## src/rtl/colgen_pkg.sv

```systemverilog
package colgen_pkg;
   localparam int unsigned CODE_W = 3;
   localparam logic [CODE_W-1:0] BLC_ONE   = 3'd0;
   localparam logic [CODE_W-1:0] BLC_TWO   = 3'd1;
   localparam logic [CODE_W-1:0] BLC_FOUR  = 3'd2;
   localparam logic [CODE_W-1:0] BLC_EIGHT = 3'd3;
   localparam logic [CODE_W-1:0] BLC_PAGE  = 3'd7;
   localparam int unsigned MAX_FIXED_LOG = 3;

   typedef enum logic {
      ORD_SEQ = 1'b0,
      ORD_ILV = 1'b1
   } order_e;
endpackage

```

## src/rtl/colgen_len_decode.sv

```systemverilog
module colgen_len_decode
   import colgen_pkg::*;
#(
   parameter int unsigned COL_W = 9
) (
   input  logic [CODE_W-1:0] code_i,
   output logic [COL_W-1:0]  mask_o,
   output logic              page_o
);
   localparam logic [COL_W-1:0] ALL_ONES = {COL_W{1'b1}};

   always_comb begin
      mask_o = '0;
      page_o = 1'b0;
      unique case (code_i)
         BLC_TWO:   mask_o = COL_W'(1);
         BLC_FOUR:  mask_o = COL_W'(3);
         BLC_EIGHT: mask_o = COL_W'(7);
         BLC_PAGE: begin
            mask_o = ALL_ONES;
            page_o = 1'b1;
         end
         default:   mask_o = '0;
      endcase
   end
endmodule

```

## src/rtl/colgen_ctrl.sv

```systemverilog
module colgen_ctrl
   import colgen_pkg::*;
#(
   parameter int unsigned COL_W = 9
) (
   input  logic             clk,
   input  logic             rst_n,
   input  logic             load_i,
   input  logic             stop_i,
   input  logic [COL_W-1:0] col_i,
   input  logic [COL_W-1:0] mask_i,
   input  logic             page_i,
   input  order_e           order_i,
   output logic             active_o,
   output logic [COL_W-1:0] beat_o,
   output logic [COL_W-1:0] base_o,
   output logic [COL_W-1:0] mask_o,
   output logic             page_o,
   output order_e           order_o,
   output logic             last_o
);
   logic             active_q;
   logic [COL_W-1:0] beat_q;
   logic [COL_W-1:0] base_q;
   logic [COL_W-1:0] mask_q;
   logic             page_q;
   order_e           order_q;
   logic             final_beat;

   assign final_beat = active_q && !page_q && (beat_q == mask_q);

   always_ff @(posedge clk) begin
      if (!rst_n) begin
         active_q <= 1'b0;
         beat_q   <= '0;
         base_q   <= '0;
         mask_q   <= '0;
         page_q   <= 1'b0;
         order_q  <= ORD_SEQ;
      end else if (load_i) begin
         active_q <= 1'b1;
         beat_q   <= '0;
         base_q   <= col_i;
         mask_q   <= mask_i;
         page_q   <= page_i;
         order_q  <= order_i;
      end else if (active_q) begin
         if (stop_i || final_beat) begin
            active_q <= 1'b0;
         end else begin
            beat_q <= beat_q + COL_W'(1);
         end
      end
   end

   assign active_o = active_q;
   assign beat_o   = beat_q;
   assign base_o   = base_q;
   assign mask_o   = mask_q;
   assign page_o   = page_q;
   assign order_o  = order_q;
   assign last_o   = final_beat;

   p_load_starts_r2: assert property (@(posedge clk) disable iff (!rst_n)
      load_i |=> (active_o && beat_o == '0));
   p_stop_ends_r8: assert property (@(posedge clk) disable iff (!rst_n)
      (active_o && stop_i && !load_i) |=> !active_o);
   p_last_ends_r3: assert property (@(posedge clk) disable iff (!rst_n)
      (last_o && !load_i) |=> !active_o);
   p_idle_stays_r8: assert property (@(posedge clk) disable iff (!rst_n)
      (!active_o && !load_i) |=> !active_o);
   p_step_r4: assert property (@(posedge clk) disable iff (!rst_n)
      (active_o && !last_o && !stop_i && !load_i) |=>
         (active_o && beat_o == $past(beat_o) + COL_W'(1)));
endmodule

```

## src/rtl/colgen_addr.sv

```systemverilog
module colgen_addr
   import colgen_pkg::*;
#(
   parameter int unsigned COL_W  = 9,
   parameter bit          ILV_EN = 1'b1
) (
   input  logic [COL_W-1:0] base_i,
   input  logic [COL_W-1:0] beat_i,
   input  logic [COL_W-1:0] mask_i,
   input  logic             page_i,
   input  order_e           order_i,
   output logic [COL_W-1:0] col_o
);
   logic [COL_W-1:0] step_sum;
   logic [COL_W-1:0] low_bits;

   assign step_sum = base_i + beat_i;

   generate
      if (ILV_EN) begin : g_ilv
         logic use_xor;
         assign use_xor  = (order_i == ORD_ILV) && !page_i;
         assign low_bits = use_xor ? (base_i ^ beat_i) : step_sum;
      end else begin : g_seq_only
         logic unused_order;
         assign unused_order = (order_i == ORD_ILV) ^ page_i;
         assign low_bits     = step_sum;
      end
   endgenerate

   generate
      for (genvar i = 0; i < COL_W; i++) begin : g_merge
         assign col_o[i] = mask_i[i] ? low_bits[i] : base_i[i];
      end
   endgenerate
endmodule

```

## src/rtl/sdram_burst_colgen.sv

```systemverilog
module sdram_burst_colgen
   import colgen_pkg::*;
#(
   parameter int unsigned COL_W  = 9,
   parameter bit          ILV_EN = 1'b1
) (
   input  logic             clk,
   input  logic             rst_n,
   input  logic             start_i,
   input  logic             restart_i,
   input  logic             stop_i,
   input  logic [COL_W-1:0] col_i,
   input  logic [2:0]       bl_code_i,
   input  logic             interleave_i,
   output logic [COL_W-1:0] col_o,
   output logic             valid_o,
   output logic             last_o
);
   generate
      if (COL_W < MAX_FIXED_LOG || COL_W > 16) begin : g_bad_width
         $error("sdram_burst_colgen: COL_W must be within 3..16");
      end
   endgenerate

   logic             load;
   logic [COL_W-1:0] dec_mask;
   logic             dec_page;
   order_e           in_order;
   logic [COL_W-1:0] beat;
   logic [COL_W-1:0] base;
   logic [COL_W-1:0] mask_q;
   logic             page_q;
   order_e           order_q;

   assign load     = start_i | restart_i;
   assign in_order = interleave_i ? ORD_ILV : ORD_SEQ;

   colgen_len_decode #(.COL_W(COL_W)) u_dec (
      .code_i (bl_code_i),
      .mask_o (dec_mask),
      .page_o (dec_page)
   );

   colgen_ctrl #(.COL_W(COL_W)) u_ctrl (
      .clk      (clk),
      .rst_n    (rst_n),
      .load_i   (load),
      .stop_i   (stop_i),
      .col_i    (col_i),
      .mask_i   (dec_mask),
      .page_i   (dec_page),
      .order_i  (in_order),
      .active_o (valid_o),
      .beat_o   (beat),
      .base_o   (base),
      .mask_o   (mask_q),
      .page_o   (page_q),
      .order_o  (order_q),
      .last_o   (last_o)
   );

   colgen_addr #(.COL_W(COL_W), .ILV_EN(ILV_EN)) u_addr (
      .base_i  (base),
      .beat_i  (beat),
      .mask_i  (mask_q),
      .page_i  (page_q),
      .order_i (order_q),
      .col_o   (col_o)
   );

   p_start_col_r2: assert property (@(posedge clk) disable iff (!rst_n)
      load |=> (valid_o && col_o == $past(col_i)));
   p_last_valid_r7: assert property (@(posedge clk) disable iff (!rst_n)
      last_o |-> valid_o);
   p_page_nolast_r6: assert property (@(posedge clk) disable iff (!rst_n)
      (valid_o && page_q) |-> !last_o);
   p_upper_hold_r10: assert property (@(posedge clk) disable iff (!rst_n)
      (valid_o && !page_q && $past(valid_o) && !$past(load)) |->
         ((col_o & ~mask_q) == $past(col_o & ~mask_q)));
endmodule

```

## config.mk

```make
export PLATFORM = sky130hd
export DESIGN_NAME = sdram_burst_colgen
export DESIGN_NICKNAME = d
export VERILOG_FILES = /design/src/rtl/colgen_pkg.sv /design/src/rtl/colgen_len_decode.sv /design/src/rtl/colgen_ctrl.sv /design/src/rtl/colgen_addr.sv /design/src/rtl/sdram_burst_colgen.sv
export SDC_FILE = /design/constraint.sdc
export NUM_CORES = 1
export LEC_CHECK = 0
export BUFFER_PORTS_ARGS = -buffer_cell sky130_fd_sc_hd__buf_2
export CORE_MARGIN = 1
export CORE_UTILIZATION = 27
export DETAILED_ROUTE_END_ITERATION = 7
export MAX_ROUTING_LAYER = met4
export PLACE_DENSITY_LB_ADDON = 0.05
export SLEW_MARGIN = 40
export SYNTH_ARGS = -nofsm -noshare
export SYNTH_HDL_FRONTEND = slang
export SYNTH_SLANG_ARGS = --single-unit
```

## constraint.sdc

```tcl
create_clock -name clk -period 2.2 [get_ports clk]
set_input_delay 0.22 -clock clk [delete_from_list [all_inputs] [get_ports clk]]
set_output_delay 0.22 -clock clk [all_outputs]
set_load 0.005 [all_outputs]
```

==> summary.txt, run 1 <==
Outcome
  – Failing checks: setup timing
  – Status: complete, but fails checks

Floorplanning
  – DIE AREA: about 6000 um^2
  – Std cell rows: 27
  – Die Y: 77.2 um
  – DIE WIDTH: 77.2 um
  – Initial Utilization: 0.279
  – Total core area: between 5000 and 6000 um^2
  – Num ports: 29

Global route
  – GRT Overall Usage: 0.153
  – Largest net degree at the start of global routing: 18
  – Initial antenna violation count: 0
  – Vias in the first global route: around 1,500
  – Total gr overflow: 0
  – First-pass GRT wire length: approximately 7100 um

Hold path
  – Hold path depth: 3
  – Worst hold path type: in2reg
  – Hold Path Origin: interleave_i
  – Worst Hold Path EP: u_ctrl.order_o

Critical path
  – Crit path largest cell delay: a little under 0.4 ns
  – Crit end category: output pin
  – Critical path required time: 1.98 ns
  – R2r worst-path depth: 5
  – Crit Path Category: reg2out
  – Worst path arrival time: approximately 2.2 ns
  – R2R Path End: u_ctrl.beat_o[1]
  – Reg-to-Reg Start: u_ctrl.beat_o[8]
  – CP cell instances: ha_4 > fa_2 > a21oi_4 > o22ai_2 > o41ai_2 > xor2_1 > o32ai_1 > buf_2
  – Crit-path max FO: 3
  – Bufs and invs on worst path: 1
  – Critical path startpoint category: register
  – Worst R2R Setup Slack: approximately 0.34 ns
  – CP max stage cell: fa_2
  – Delay-heaviest family, CP: compound AO/OA/AOI/OAI gates
  – CP Launch Point: u_ctrl.base_o[0]

Yosys
  – Synthesis Warnings: 0
  – Most frequent cell after synthesis: nand2_1
  – Post-synth EDFFs: 0
  – Post-synthesis sequential area ratio: 0.315
  – Mapped Nets: 220
  – Ys async rst share: 0
  – Primary FF master, synth: dfxtp_1
  – Post-Syn Area per Cell: about 8.0 um^2
  – Yosys top cell by area: dfxtp_1
  – Top post-synthesis cells by area: dfxtp_1, nand2_1, ha_1
  – Synth Instances: 192
  – FF+latch count, synth: 24
  – Share of the synthesized area in the top cell type: 0.315
  – Synthesized area: between 1500 and 2000 um^2
  – Synth top cells by count: nand2_1, dfxtp_1, nor2_1, a21boi_0, a21oi_1
  – Synth cell types: 44

Clocking
  – Num CTS Buffers: 3
  – Clock sinks: 24
  – Clk slew on worst S/H paths: around 0.09 ns
  – CTS tree: yes
  – H-tree depth: 1
  – Postcts setup bufs: 0
  – CTS max path bufs: 2
  – Skew-Pair Late Insertion Delay: between 0.2 and 0.3 ns
  – Root Driver: clkbuf_8

STA
  – Final Cycle Share: 1.11
  – RSZ-0062 raised after global routing: true
  – Setup tns final: -0.575 ns
  – Final hold violation count: 0
  – Fmax: 410 MHz
  – Worst-margin pin slew: roughly 0.47 ns
  – Relative slew margins: 0.689
  – Final setup violation count: 4
  – Worst Skew: between 0.001 and 0.0015 ns
  – Setup ws final: -0.237 ns
  – Pins Over Slew Limit: 0
  – Tmin final: 2.44 ns

Layout
  – Seq. cell area: 483 um^2
  – Synth-to-Final Area Change: 25.3%
  – Layout Utilization: 0.350
  – Non-Filler Instances: roughly 300
  – Fill cells: slightly above 600
  – Layout Nets: between 200 and 300
  – Multi-input gate area: 1030 um^2
  – Antenna cell count: 0
  – Layout cells sized above 1: 0.251

Routing
  – Final WL: between 4000 and 5000 um
  – 1st-pass router iterations: 4
  – DRT iter0 DRCs: 55
  – Vias: between 1,000 and 1,500
  – Routed len/inst: roughly 13 um
  – DRC viols: 0
  – Vias per inst: approximately 4.9
  – Antenna-violating nets left: 0

Place
  – Hpwl dp: ~3200 um
  – PortBufs: 28
  – GPL Wtd Cong: around 0.80
  – DP Cell Count: 300

Power and ir drop
  – Power Internal: 0.642 mW
  – Peak supply drop: between 0.2 and 0.25 mV
  – Comb pwr share: 0.161
  – Sequential power share: 0.530
  – PD cells: between 400 and 500 nW/um^2
  – Static leakage: 0.773 nW
  – Clock power frac: 0.308
  – Switching Fraction: 0.273
  – Total power: ~0.9 mW
  – Psw: roughly 0.24 mW

Run
  – Max-cap violations: 0
## worst max path at each step
stage                    end  slack, ns  depth (start not counted)
detailed placement  col_o[8]      -0.22                          8
CTS                 col_o[8]      -0.36                          8
floorplan           col_o[8]       0.06                          7
global placement    col_o[8]      -0.18                          8
global route        col_o[8]      -0.37                          8
finish              col_o[8]      -0.24                          8
## tightest hold or removal path: stages
cell and delay, ns:
buf_2 0.09, nand2_1 0.04, a21boi_0 0.06
## cells in the final DEF (no fill, tap or decap), types with 2 or more instances in the layout
| cell type | count |
|---|---|
| a31oi_1 | 2 |
| nor3_1 | 4 |
| clkbuf_8 | 3 |
| dfxtp_2 | 2 |
| nor2_1 | 16 |
| nand2b_1 | 2 |
| mux2_2 | 2 |
| nand3_1 | 4 |
| a21boi_0 | 12 |
| dfxtp_1 | 22 |
| or4_1 | 3 |
| nand3b_1 | 2 |
| nand4_1 | 2 |
| o21ai_0 | 8 |
| xor2_1 | 6 |
| nor2b_1 | 3 |
| xnor2_1 | 6 |
| a21oi_1 | 10 |
| ha_1 | 8 |
| buf_2 | 28 |
| inv_1 | 5 |
| mux2i_1 | 4 |
| o211ai_1 | 5 |
| nand2_1 | 36 |
| buf_4 | 14 |
## layout make-up
type                    instances  area share
clock buffers                   3      0.0216
inverters                       6      0.0118
multi-input cells             156       0.539
flip-flops and latches         24       0.252
well taps                      72      0.0471
repair buffers                 42       0.128
## repair_timing
| item | CTS | global route |
|---|---|---|
| gates resized for setup | 9 | 0 |
| pin swaps | 6 | 3 |
| hold endpoints to repair | 0 | 0 |
| setup endpoints to repair | 5 | 5 |
| hold buffers | 0 | 0 |
## power by group through the flow
stage	Combinational [mW]	Sequential, mW	Clock, mW
final	0.142	0.468	0.272
after global routing	0.161	0.472	0.294
after CTS	0.145	0.469	0.283
after detailed placement	0.142	0.478	0
after global placement	0.140	0.478	0
after floorplan	0.0869	0.472	0
## per-layer routing
metal / up-vias / routed length (um) / global-route usage
met2: 34 / 1940 / 0.258
li1: 762 / - / -
met1: 673 / 1920 / 0.188
met4: 0 / 21 / 0.0358
met5: - / 0 / -
met3: 4 / 187 / 0.0298
## sequential cells by signal (all words and copies together) (netlist names)
register         cells
u_ctrl.active_o      1
u_ctrl.base_o        9
u_ctrl.beat_o        9
u_ctrl.mask_o        4
u_ctrl.order_o       1
## stage by stage
stage	area [um^2]	hold WS (ns)	worst slack [ns]
floorplan	1530	0.358	0.0625
global placement	1830	0.465	-0.177
detailed placement	1830	0.471	-0.217
CTS	1910	0.184	-0.361
global route	1910	0.192	-0.372
finish	1910	0.191	-0.237
## cells by family after synthesis
kind of cell	after synthesis	share of synthesized area
and+or+nand+nor	78	0.236
xor gates and xnor gates	12	0.0689
AOI/OAI and AO/OA	50	0.216
adders and majority gates	10	0.0869
buffers and inverters	12	0.0361
muxes	6	0.0410
DFF	24	0.315
(Power assumes the default switching activity.)
==> run 2: changes to the inputs <==
--- a/config.mk
+++ b/config.mk
@@ -7,7 +7,7 @@
 export LEC_CHECK = 0
 export BUFFER_PORTS_ARGS = -buffer_cell sky130_fd_sc_hd__buf_2
 export CORE_MARGIN = 1
-export CORE_UTILIZATION = 27
+export CORE_UTILIZATION = 45
 export DETAILED_ROUTE_END_ITERATION = 7
 export MAX_ROUTING_LAYER = met4
 export PLACE_DENSITY_LB_ADDON = 0.05
==> run 2 against run 1 <==
The flow still finishes with violations (setup timing). Design area up 3.4%. Die area decreased by 39%. Sequential cell count is the same. Core utilization grew 28 points. Combinational power up 5%. Cell count down 8.9%. Register-to-register slack about the same. Global-route usage up 7.4 points. Non-clock buffer count unchanged. Sequential share of layout area decreased by 0.64 points. Hold slack worse by 0.050 ns. Power shrank 3.5%. Critical endpoint unchanged. Largest cell class unchanged. Largest power group unchanged.
==> summary.txt, run 2 (synthesis results as in run 1) <==
Outcome
  – Status: complete, but fails checks
  – Failing checks: setup timing

Critical path
  – Most common cell on crit path: a21oi_2
  – Crit end category: output pin
  – Reg-to-Reg Start: u_ctrl.beat_o[8]
  – Crit-path max FO: 2 (-1)
  – Critical path required time: 1.98 ns (about the same)
  – Delay-heaviest family, CP: compound AO/OA/AOI/OAI gates
  – Worst R2R Setup Slack: 0.34 ns (about the same)
  – Critical path startpoint category: register
  – CP max stage cell: dfxtp_2
  – Crit Path Category: reg2out
  – Crit path largest cell delay: 0.36 ns (-0.03 ns)
  – Bufs and invs on worst path: 2 (+1)
  – R2r worst-path depth: 5 (unchanged)
  – R2R Path End: u_ctrl.beat_o[1]
  – CP cell instances: ha_4 > fa_2 > a21oi_2 > buf_4 > o221ai_4 > a21oi_2 > mux2i_1 > o32ai_2 > buf_2
  – Worst path arrival time: 2.25 ns (+0.03 ns)

Layout
  – Layout Nets: 261 (unchanged)
  – Synth-to-Final Area Change: 29.6%
  – Commonest non-fill, non-tap cell in the layout: nand2_1
  – Layout Utilization: 0.632 (+0.283)
  – Most frequent cells in the layout: nand2_1, buf_2, dfxtp_1
  – Fill cells: 289 (-52%)
  – Antenna cell count: 0 (unchanged)
  – Layout cells sized above 1: 0.306 (+0.0550)

Floorplanning
  – DIE AREA: 3630 um^2 (-39%)
  – DIE WIDTH: 60.2 um (-22%)
  – Num ports: 29 (unchanged)
  – Std cell rows: 20 (-26%)
  – Total core area: 3130 um^2 (-43%)
  – Die Y: 60.2 um (-22%)
  – Initial Utilization: 0.488 (+0.209)

Routing
  – Vias: 1,483 (+0.68%)
  – Routed len/inst: 13.3 um (-1.2%)
  – 1st-pass router iterations: 4 (unchanged)
  – Vias per inst: 5.37 (+11%)
  – DRC viols: 0 (unchanged)
  – Final WL: 3670 um (-10%)
  – Antenna-violating nets left: 0 (unchanged)
  – DRT iter0 DRCs: 96 (+75%)

STA
  – Tmin final: 2.47 ns (+0.0295 ns)
  – Worst-margin pin slew: 0.471 ns (+0.00484 ns)
  – RSZ-0062 raised after global routing: true
  – Final Cycle Share: 1.12 (+0.0134)
  – Final hold violation count: 0 (unchanged)
  – Relative slew margins: 0.686 (-0.00322)
  – Worst Skew: 0.0104 ns (+0.00917 ns)
  – Pins Over Slew Limit: 0 (unchanged)
  – Setup ws final: -0.266 ns (-0.0295 ns)
  – Fmax: 406 MHz (-1.2%)
  – Final setup violation count: 3 (-1)

Global route
  – First-pass GRT wire length: 6000 um (-15%)
  – Vias in the first global route: 1,405 (-4.0%)
  – Initial antenna violation count: 0 (unchanged)
  – Largest net degree at the start of global routing: 18 (unchanged)
  – GRT Overall Usage: 0.227 (+0.0737)
  – Total gr overflow: 0 (unchanged)

Power and ir drop
  – PD cells: 431 nW/um^2 (-6.7%)
  – Switching Fraction: 0.263 (-0.00955)
  – Power Internal: 0.628 mW (-2.2%)
  – Psw: 0.224 mW (-6.9%)
  – Clock power frac: 0.271 (-0.037)
  – Sequential power share: 0.553 (+0.023)
  – Comb pwr share: 0.175 (+0.014)
  – Static leakage: 0.776 nW (+0.37%)
  – Peak supply drop: 0.302 mV (+45%)

Run
  – Max-cap violations: 0 (unchanged)

Clocking
  – Root Driver: clkbuf_4
  – CTS max path bufs: 2 (unchanged)
  – Skew-Pair Late Insertion Delay: 0.31 ns (+0.04 ns)
  – CTS tree: yes
  – Num CTS Buffers: 3 (unchanged)
  – H-tree depth: 1 (unchanged)
  – Clk slew on worst S/H paths: 0.13 ns (+0.04 ns)
  – Clock sinks: 24 (unchanged)

Place
  – PortBufs: 28 (unchanged)
  – Dpl ws: -0.118 ns (+0.0987 ns)
  – GPL Wtd Cong: 0.785 (-2.4%)
  – Hpwl dp: 2820 um (-12%)

Hold path
  – Hold path depth: 3 (unchanged)
  – Worst hold path type: in2reg
  – Worst Hold Path EP: u_ctrl.base_o[0]
  – Hold Path Origin: col_i[0]
[run 2: tightest hold or removal path: cells and delay by family]
kind	cells	cell delay, ns
buffers and inverters	1	0.10
AO/OA/AOI/OAI	1	0.07
AND/OR/NAND/NOR	1	0.04
[run 2: how the worst max path moves through the flow]
stage	from	depth (start not counted)	slack [ns]	end
finish	u_ctrl.base_o[0]	9	-0.27	col_o[8]
global route	u_ctrl.base_o[0]	9	-0.38	col_o[8]
CTS	u_ctrl.beat_o[0]	8	-0.27	col_o[8]
detailed placement	u_ctrl.beat_o[0]	9	-0.12	col_o[8]
global placement	u_ctrl.beat_o[0]	8	-0.06	col_o[8]
floorplan	u_ctrl.beat_o[0]	7	0.06	col_o[8]
[run 2: timing repair]
action                     CTS  global route
buffers inserted             2             2
gates resized for setup     20            11
pin swaps                    9            14
setup endpoints to repair    5             5
hold buffers                 0             0
[run 2: per-layer routing]
| metal | global-route usage | wire (um) | vias up | part of all wire |
|---|---|---|---|---|
| met2 | 0.364 | 1710 | 33 | 0.47 |
| li1 | - | - | 759 | - |
| met1 | 0.285 | 1710 | 682 | 0.47 |
| met3 | 0.0368 | 150 | 9 | 0.041 |
| met4 | 0.0831 | 95 | 0 | 0.026 |
| met5 | - | 0 | - | 0 |
[run 2: area by class of cell]
cell class,instances,area [um^2],share of cell area
Timing Repair Buffer,42,259,0.131
Clock buffer,4,36.3,0.0183
Tap cell,44,55.1,0.0278
Multi-Input combinational cell,156,1120,0.565
Sequential cell,24,487,0.246
Inverter,6,22.5,0.0114
[run 2: power by group through the flow]
stage / Sequential, mW / Combinational, mW / Clock [mW]
after detailed placement: 0.478 / 0.136 / 0
final: 0.471 / 0.149 / 0.231
after floorplan: 0.472 / 0.0869 / 0
after global routing: 0.474 / 0.167 / 0.257
after global placement: 0.477 / 0.132 / 0
after CTS: 0.470 / 0.143 / 0.238
[run 2: stage by stage]
stage	cells	instance area (um^2)	setup TNS (ns)	total power [mW]	hold slack, ns
global placement	269	1770	-0.0566	0.609	0.458
floorplan	192	1530	0	0.559	0.358
global route	276	1980	-0.912	0.898	0.130
finish	276	1980	-0.427	0.852	0.141
CTS	275	1910	-0.418	0.851	0.129
detailed placement	269	1770	-0.118	0.614	0.475
